### src/rtl/step_dir_pkg.sv
package step_dir_pkg;

    typedef enum logic [1:0] {
        ST_IDLE  = 2'd0,
        ST_SETUP = 2'd1,
        ST_PULSE = 2'd2,
        ST_GAP   = 2'd3
    } sd_state_e;

endpackage

### src/rtl/step_pos_count.sv
module step_pos_count #(
    parameter int POS_W = 24
) (
    input  logic             clk,
    input  logic             rst_n,
    input  logic             fire_i,
    input  logic             up_i,
    output logic [POS_W-1:0] pos_o
);

    logic [POS_W-1:0] pos_d, pos_q;

    always_comb begin
        pos_d = pos_q;
        if (fire_i) begin
            pos_d = up_i ? pos_q + POS_W'(1) : pos_q - POS_W'(1);
        end
    end

    always_ff @(posedge clk or negedge rst_n) begin
        if (!rst_n) pos_q <= '0;
        else        pos_q <= pos_d;
    end

    assign pos_o = pos_q;

    // a step moves the count by exactly one in the step's direction
    p_pos_track_r5: assert property (@(posedge clk) disable iff (!rst_n)
        fire_i |=> pos_q == ($past(up_i) ? $past(pos_q) + POS_W'(1)
                                         : $past(pos_q) - POS_W'(1)));

    // no step, no movement
    p_pos_hold_r5: assert property (@(posedge clk) disable iff (!rst_n)
        !fire_i |=> $stable(pos_q));

endmodule

### src/rtl/step_seq.sv
module step_seq
    import step_dir_pkg::*;
#(
    parameter int WIDTH_W   = 8,
    parameter int SETUP_CYC = 16
) (
    input  logic               clk,
    input  logic               rst_n,
    input  logic               req_valid_i,
    input  logic               req_dir_i,
    input  logic [WIDTH_W-1:0] cfg_width_i,
    output logic               fire_o,
    output logic               up_o,
    output logic               pulse_o,
    output logic               dir_o,
    output logic               busy_o
);

    localparam int SETUP_W = $clog2(SETUP_CYC + 1);
    localparam int CNT_W   = (SETUP_W > WIDTH_W) ? SETUP_W : WIDTH_W;

    typedef struct packed {
        sd_state_e          state;
        logic [CNT_W-1:0]   cnt;
        logic [WIDTH_W-1:0] width;
        logic               dir;
        logic               pend;
        logic               pend_dir;
    } seq_t;

    seq_t seq_d, seq_q;
    logic [WIDTH_W-1:0] w_norm;
    logic               next_dir;
    logic               fire;

    assign w_norm = (cfg_width_i == '0) ? WIDTH_W'(1) : cfg_width_i;

    always_comb begin
        seq_d    = seq_q;
        fire     = 1'b0;
        next_dir = seq_q.pend ? seq_q.pend_dir : req_dir_i;
        unique case (seq_q.state)
            ST_IDLE: begin
                if (seq_q.pend || req_valid_i) begin
                    seq_d.pend  = 1'b0;
                    seq_d.width = w_norm;
                    if (next_dir != seq_q.dir) begin
                        seq_d.dir   = next_dir;
                        seq_d.state = ST_SETUP;
                        seq_d.cnt   = CNT_W'(SETUP_CYC - 1);
                    end else begin
                        seq_d.state = ST_PULSE;
                        seq_d.cnt   = CNT_W'(w_norm) - CNT_W'(1);
                        fire        = 1'b1;
                    end
                end
            end
            ST_SETUP: begin
                if (seq_q.cnt == '0) begin
                    seq_d.state = ST_PULSE;
                    seq_d.cnt   = CNT_W'(seq_q.width) - CNT_W'(1);
                    fire        = 1'b1;
                end else begin
                    seq_d.cnt = seq_q.cnt - CNT_W'(1);
                end
            end
            ST_PULSE: begin
                if (seq_q.cnt == '0) begin
                    seq_d.state = ST_GAP;
                    seq_d.cnt   = CNT_W'(seq_q.width) - CNT_W'(1);
                end else begin
                    seq_d.cnt = seq_q.cnt - CNT_W'(1);
                end
            end
            default: begin
                if (seq_q.cnt == '0) seq_d.state = ST_IDLE;
                else                 seq_d.cnt   = seq_q.cnt - CNT_W'(1);
            end
        endcase
        if (seq_q.state != ST_IDLE && req_valid_i && !seq_q.pend) begin
            seq_d.pend     = 1'b1;
            seq_d.pend_dir = req_dir_i;
        end
    end

    always_ff @(posedge clk or negedge rst_n) begin
        if (!rst_n) begin
            seq_q <= '{state: ST_IDLE, cnt: '0, width: WIDTH_W'(1),
                       dir: 1'b0, pend: 1'b0, pend_dir: 1'b0};
        end else begin
            seq_q <= seq_d;
        end
    end

    assign fire_o  = fire;
    assign up_o    = seq_q.dir;
    assign pulse_o = (seq_q.state == ST_PULSE);
    assign dir_o   = seq_q.dir;
    assign busy_o  = (seq_q.state != ST_IDLE) || seq_q.pend;

    // Observation counters for the timing properties below
    logic [WIDTH_W:0] pulse_len_q;
    logic [CNT_W:0]   setup_len_q;

    always_ff @(posedge clk or negedge rst_n) begin
        if (!rst_n) begin
            pulse_len_q <= '0;
            setup_len_q <= '0;
        end else begin
            pulse_len_q <= (seq_q.state == ST_PULSE) ? pulse_len_q + 1'b1 : '0;
            setup_len_q <= (seq_q.state == ST_SETUP) ? setup_len_q + 1'b1 : '0;
        end
    end

    // a finished pulse lasted exactly the latched width
    p_pulse_width_r2: assert property (@(posedge clk) disable iff (!rst_n)
        (seq_q.state == ST_GAP && $past(seq_q.state) == ST_PULSE)
            |-> pulse_len_q == {1'b0, seq_q.width});

    // the latched width is never zero
    p_width_nonzero_r2: assert property (@(posedge clk) disable iff (!rst_n)
        seq_q.width != '0);

    // a step after a reversal waited the full setup time
    p_setup_len_r4: assert property (@(posedge clk) disable iff (!rst_n)
        (seq_q.state == ST_PULSE && $past(seq_q.state) == ST_SETUP)
            |-> setup_len_q == (CNT_W+1)'(SETUP_CYC));

    // direction only moves on entry to the setup phase
    p_dir_in_setup_r4: assert property (@(posedge clk) disable iff (!rst_n)
        (seq_q.dir != $past(seq_q.dir)) |-> seq_q.state == ST_SETUP);

    // a held request is taken up as soon as the sequencer is idle
    p_held_served_r8: assert property (@(posedge clk) disable iff (!rst_n)
        (seq_q.state == ST_IDLE && seq_q.pend)
            |=> (!seq_q.pend && seq_q.state != ST_IDLE));

endmodule

### src/rtl/step_dir_gen.sv
module step_dir_gen #(
    parameter int POS_W     = 24,
    parameter int WIDTH_W   = 8,
    parameter int SETUP_CYC = 16
) (
    input  logic               clk,
    input  logic               rst_n,
    input  logic               req_valid_i,
    input  logic               req_dir_i,
    input  logic [WIDTH_W-1:0] cfg_width_i,
    input  logic               cfg_active_high_i,
    output logic               step_o,
    output logic               dir_o,
    output logic               busy_o,
    output logic [POS_W-1:0]   pos_o
);

    logic fire;
    logic up;
    logic pulse;

    step_seq #(
        .WIDTH_W   (WIDTH_W),
        .SETUP_CYC (SETUP_CYC)
    ) i_seq (
        .clk         (clk),
        .rst_n       (rst_n),
        .req_valid_i (req_valid_i),
        .req_dir_i   (req_dir_i),
        .cfg_width_i (cfg_width_i),
        .fire_o      (fire),
        .up_o        (up),
        .pulse_o     (pulse),
        .dir_o       (dir_o),
        .busy_o      (busy_o)
    );

    step_pos_count #(
        .POS_W (POS_W)
    ) i_pos (
        .clk    (clk),
        .rst_n  (rst_n),
        .fire_i (fire),
        .up_i   (up),
        .pos_o  (pos_o)
    );

    assign step_o = pulse ? cfg_active_high_i : ~cfg_active_high_i;

    // an idle generator holds the step line at its inactive level
    p_idle_level_r3: assert property (@(posedge clk) disable iff (!rst_n)
        !busy_o |-> step_o == ~cfg_active_high_i);

    // outputs come out of reset in their rest state
    p_reset_state_r1: assert property (@(posedge clk)
        $rose(rst_n) |-> (!busy_o && !dir_o && pos_o == '0));

endmodule

### config.mk
export PLATFORM = sky130hd
export DESIGN_NAME = step_dir_gen
export DESIGN_NICKNAME = d
export VERILOG_FILES = /design/src/rtl/step_dir_pkg.sv /design/src/rtl/step_pos_count.sv /design/src/rtl/step_seq.sv /design/src/rtl/step_dir_gen.sv
export SDC_FILE = /design/constraint.sdc
export NUM_CORES = 1
export LEC_CHECK = 0
export ABC_AREA = 1
export BUFFER_PORTS_ARGS = -buffer_cell sky130_fd_sc_hd__buf_2
export CAP_MARGIN = 10
export CORE_MARGIN = 1
export CORE_UTILIZATION = 30
export DETAILED_ROUTE_END_ITERATION = 8
export PLACE_DENSITY = 0.56
export SLEW_MARGIN = 30
export SYNTH_ARGS = -nofsm -noshare
export SYNTH_HDL_FRONTEND = slang
export SYNTH_SLANG_ARGS = --single-unit
### constraint.sdc
create_clock -name clk -period 3.05 [get_ports clk]
set_clock_uncertainty 0.1 [all_clocks]
set_input_delay 0.61 -clock clk [delete_from_list [all_inputs] [get_ports clk]]
set_output_delay 0.61 -clock clk [all_outputs]
set_load 0.005 [all_outputs]
### After elaboration in Yosys (flattened, before gate mapping)

Index checks and enable logic that the tools add are counted.

| operators by class | value |
|---|---|
| $add $sub $neg | 5 |
| multipliers | 0 |
| divide/modulo/power cells | 0 |
| order comparisons | 0 |
| equality and inequality tests | 7 |
| shift operators | 0 |
| muxes and demuxes | 19 |
| bitwise logic cells | 1 |
| reductions and logical operators | 17 |

Operator list:

| cell | count |
|---|---|
| $pmux 10 s3 | 1 |
| $add 24x1->24 const B | 1 |
| $mux 24 | 1 |
| $mux 8 | 3 |
| $sub 24x1->24 const B | 1 |
| $sub 8x1->8 const B | 3 |
| $mux 20 | 1 |
| $logic_not 8->1 | 2 |
| $mux 10 | 1 |
| $mux 2 | 4 |
| $reduce_bool 2->1 | 4 |
| $mux 1 | 7 |
| $ne 2x1->1 const B | 3 |
| $reduce_and 2->1 | 3 |
| $ne 4x4->1 const B | 1 |
| $reduce_and 4->1 | 1 |
| $reduce_and 3->1 | 1 |
| $eq 2x1->1 const B | 1 |
| $eq 2x2->1 const B | 1 |
| $logic_and 1x1->1 | 2 |
| $logic_not 2->1 | 1 |
| $logic_or 1x1->1 | 2 |
| $pmux 1 s2 | 1 |
| $logic_not 1->1 | 1 |
| other kinds (2) | 2 |

| word-level totals | value |
|---|---|
| bits in registers | 45 |
| latch bits | 0 |
| RAM bits | 0 |
| bits in read-only memories | 0 |
| output and inout port bits | 27 |
| memories kept | 0 |

### Depth between registers and ports, before layout

| logic depth | value |
|---|---|
| word-level depth | 7 |
| depth in mapped cells | 14 |

### By module

Synthesis repeated with hierarchy kept, for this count alone.

| unflattened totals | value |
|---|---|
| cell total of the unflattened synthesis | 725 |
| area, all modules | 4415.5 um2 |

By module, submodules not included:

| module | times used | cells an instance | area an instance (um2) | seq. area each (um2) |
|---|---|---|---|---|
| step_pos_count | 1 | 440 | 2616.3 | 600.6 |
| step_seq | 1 | 280 | 1780.5 | 526.8 |
| step_dir_gen | 1 | 5 | 18.8 | 0.0 |

### Worst setup path before layout

No wires, ideal clock.

| timing path | value |
|---|---|
| path kind | flip-flop to flip-flop |
| from | reg i_seq.seq_q (netlist bit i_seq.dir_o) |
| to | reg i_pos.pos_q[15] (netlist: i_pos.pos_o[15]) |
| library setup time | 0.117 ns |
| data arrival time | 2.100 ns |
| required time | 2.833 ns |
| slack | 0.734 ns |
| cell stages (with the launch flop) | 11 |
| path buffers | 0 |
| period minus slack after synthesis | 2.316 ns |
| path through | dfrtp_1 -> inv_1 -> ha_1 -> or2_2 -> nand3_1 -> nand2_1 -> nand2_1 -> nand2_1 -> xor2_1 -> nand2_1 -> nand2_1 |

| between the ends | value |
|---|---|
| word-level cells in the longest chain between the ends | 4 |
| elaborated cells on any way between the ends | 5 |

RTL lines:

| element | RTL line | RTL |
|---|---|---|
| from (decl) | step_seq.sv:31 | `seq_t seq_d, seq_q;` |
| from (signal assigned) | step_seq.sv:88 | `seq_q <= '{state: ST_IDLE, cnt: '0, width: WIDTH_W'(1),` |
| from (signal assigned) | step_seq.sv:91 | `seq_q <= seq_d;` |
| $ne 1x1->1 | step_seq.sv:47 | `if (next_dir != seq_q.dir) begin` |
| $mux 1 | step_seq.sv:47 |  |
| $mux 1 | step_seq.sv:44 | `if (seq_q.pend \|\| req_valid_i) begin` |
| $pmux 1 s2 | step_seq.sv:42 | `unique case (seq_q.state)` |
| to (signal assigned) | step_pos_count.sv:22 | `else pos_q <= pos_d;` |
| to (decl) | step_pos_count.sv:11 | `logic [POS_W-1:0] pos_d, pos_q;` |

Several ways; a longest one is shown, not always the timed one.
A chain may end at the register's enable or synchronous reset.

### Final worst setup path

| timing path | value |
|---|---|
| from | reg i_seq.seq_q (netlist bit i_seq.dir_o) |
| to | reg i_pos.pos_q[20] (netlist: i_pos.pos_o[20]) |

The elaborated chain is that of the path after synthesis.

==> summary.md <==
| Metric | Value |
|---|---|
| Mean post-synth cell area | `6.18 um2` |
| CP bufs+invs | `2` |
| Final design utilization | `35.4%` |
| Die Footprint | `between 10000 and 15000 um2` |
| Setup TNS | `0 ns` |
| Max-capacitance violation count | `0` |
| Library cells used by synthesis | `37` |
| Clk slew on worst S/H paths | `0.07 ns` |
| Largest net degree at the start of global routing | `46` |
| Synth top area share | `between 20% and 30%` |
| Worst r2r src | `i_seq.dir_o` |
| Initial Util | `between 30% and 40%` |
| Worst skew pair latency | `0.30 ns` |
| RSZ-0062 raised after global routing | `no` |
| Remaining antenna violation count | `0` |
| Worst Path Required | `3.14 ns` |
| CTS Root Cell | `clkbuf_16` |
| Setup Fix Bufs, Post-CTS | `0` |
| Tightest Pin Transition | `0.644 ns` |
| Routed WL | `about 11 mm` |
| CP max stage delay | `roughly 0.42 ns` |
| H-Tree Depth | `2` |
| Cells after synthesis | `681` |
| Vias in the first global route | `4110` |
| Io pins | `40` |
| DR iter-0 viols | `212` |
| CTS Sinks | `45` |
| Register area share after synthesis | `26.8%` |
| # resized after CTS | `0` |
| Worst min path class | `in -> async` |
| Port bufs | `39` |
| Synth top area cells | `dfrtp_1 26%, nand2_1 24%, inv_1 9.2%` |
| Synth area leader | `dfrtp_1` |
| Minimum clock period | `2.34 ns` |
| Die Ht | `around 120 um` |
| CTS tree | `done` |
| Setup CP Type | `reg -> reg` |
| Relative slew slack | `57.1%` |
| Critical Path AT | `2.43 ns` |
| Detailed placement HPWL | `8.65 mm` |
| Yosys warns | `0` |
| Mapped cell area | `4210 um2` |
| Placed cell count | `891` |
| First-pass DRT Iterations | `4` |
| Clk buf depth | `2` |
| Crit-path max FO | `25` |
| Share of layout cells above drive strength 1 | `9.82%` |
| Hold buffer count at CTS | `0` |
| Crit end category | `register` |
| Critical Path, Cell by Cell | `inv_1, buf_4, ha_1, nand2_1, nor2_1, nand2_1, nand3b_1, nand3_1, nand2_1, nand3_1, nand2_1` |
| Cell with the most instances after synthesis | `nand2_1` |
| Die extent in x | `120 um` |
| Synth Flop Type | `dfrtp_1` |
| Initial antenna violation count | `0` |
| # setup viols final | `0` |
| Core footprint | `13500 um2` |
| First-pass GRT wire length | `19.1 mm` |
| Outcome | `complete, no violations` |
| Cts bufs inserted | `5` |
| RR Endpoint | `i_pos.pos_o[20]` |
| Area grow syn2layout | `13.1%` |
| Async SR Flop Fraction | `100%` |
| Startpoint types | `register` |
| Final period util | `76.8%` |
| Fmax | `427 MHz` |
| Most common cell on crit path | `nand2_1` |
| R2r setup slk | `0.71 ns` |
| Tot GR Track Use | `16.6%` |
| Post-synth net total | `~730` |
| DRC Markers | `0` |
| Row count | `42` |
| Grt ovf | `0` |
| Final RePlAce weighted congestion | `0.839` |
| Number of synthesized register bits | `between 40 and 50` |
| Slew Limit Fails | `0` |
| Kind of cell adding the most delay to the critical path | `simple AND/OR/NAND/NOR gates` |
| Slowest CP cell | `ha_1` |
| Drt wl/cell | `12.3 um` |
| Non-Filler Instances | `899` |
| Via/cell ratio | `4.65` |
| Post-synth top cells | `265 x nand2_1, 103 x inv_1, 58 x nand3_1` |
| Final net count | `766` |
| # diodes | `0` |
| Via Count | `4178` |
| Worst-case reg-to-reg path depth | `11` |
| Final hold violations | `0` |
| Post-synth EDFFs | `0` |
## final cells by class
cell class	instances	area, um2
inverter	110	418
tap	176	220
clock buffer	7	153
sequential	45	1130
multi-input combinational	518	2620
clock inverter	1	5.00
fill	1518	8690
timing repair buffer	42	218
## cell families after synthesis
kind of cell,count (synthesis),synth area share [%]
buffers and inverters,118,11.0
DFF,45,26.8
and+or+nand+nor,407,41.1
xor gates and xnor gates,16,3.33
muxes,1,0.267
AOI/OAI and AO/OA,63,8.11
adders and majority gates,31,9.39
## placed cells by master, fill, tap and decap left out, drive strengths merged, types with 3 or more instances in the layout
cell and instances:
a21oi 24, a31oi 5, buf 42, clkbuf 7, dfrtp 44, ha 30, inv 110, nand2 270
nand3 58, nand3b 9, nand4 12, nor2 51, o211ai 3, o21ai 29, xnor2 10, xor2 6
## layer usage
metal	track usage [%]	up-vias	wire, um	share of wire [%]
met2	29.1	44	5200	47
met4	6.33	0	272	2.5
met5	0	-	0	0
met3	2.74	18	295	2.7
li1	-	2233	-	-
met1	20.2	1883	5300	48
## state kept, by name, summed over array words and instances, names as in the netlist
name,cells
i_pos.pos_o,24
i_seq.dir_o,1
i_seq.seq_q,20
## how the worst max path moves through the flow
stage                        start               to  slack, ns  cells after the start
global route           i_seq.dir_o  i_pos.pos_o[16]       0.47                     11
global placement    cfg_width_i[3]  i_seq.seq_q[17]       0.67                     12
finish                 i_seq.dir_o  i_pos.pos_o[20]       0.71                     11
floorplan              i_seq.dir_o  i_pos.pos_o[15]       0.73                     10
detailed placement  cfg_width_i[3]  i_seq.seq_q[13]       0.63                     11
CTS                    i_seq.dir_o  i_pos.pos_o[20]       0.70                     11
## metrics by stage
| stage | setup slack [ns] | hold WS (ns) | area [um2] |
|---|---|---|---|
| 6_report | 0.709 | 0.321 | 4760 |
| 5_1_grt | 0.471 | 0.373 | 4760 |
| 4_1_cts | 0.701 | 0.343 | 4760 |
| 3_5_place_dp | 0.630 | 0.371 | 4600 |
| 3_3_place_gp | 0.672 | 0.372 | 4600 |
| 2_1_floorplan | 0.734 | 0.214 | 4210 |
Power is not shown: default switching activity piles up to over one toggle a cycle in this logic, so the estimate is an artifact.
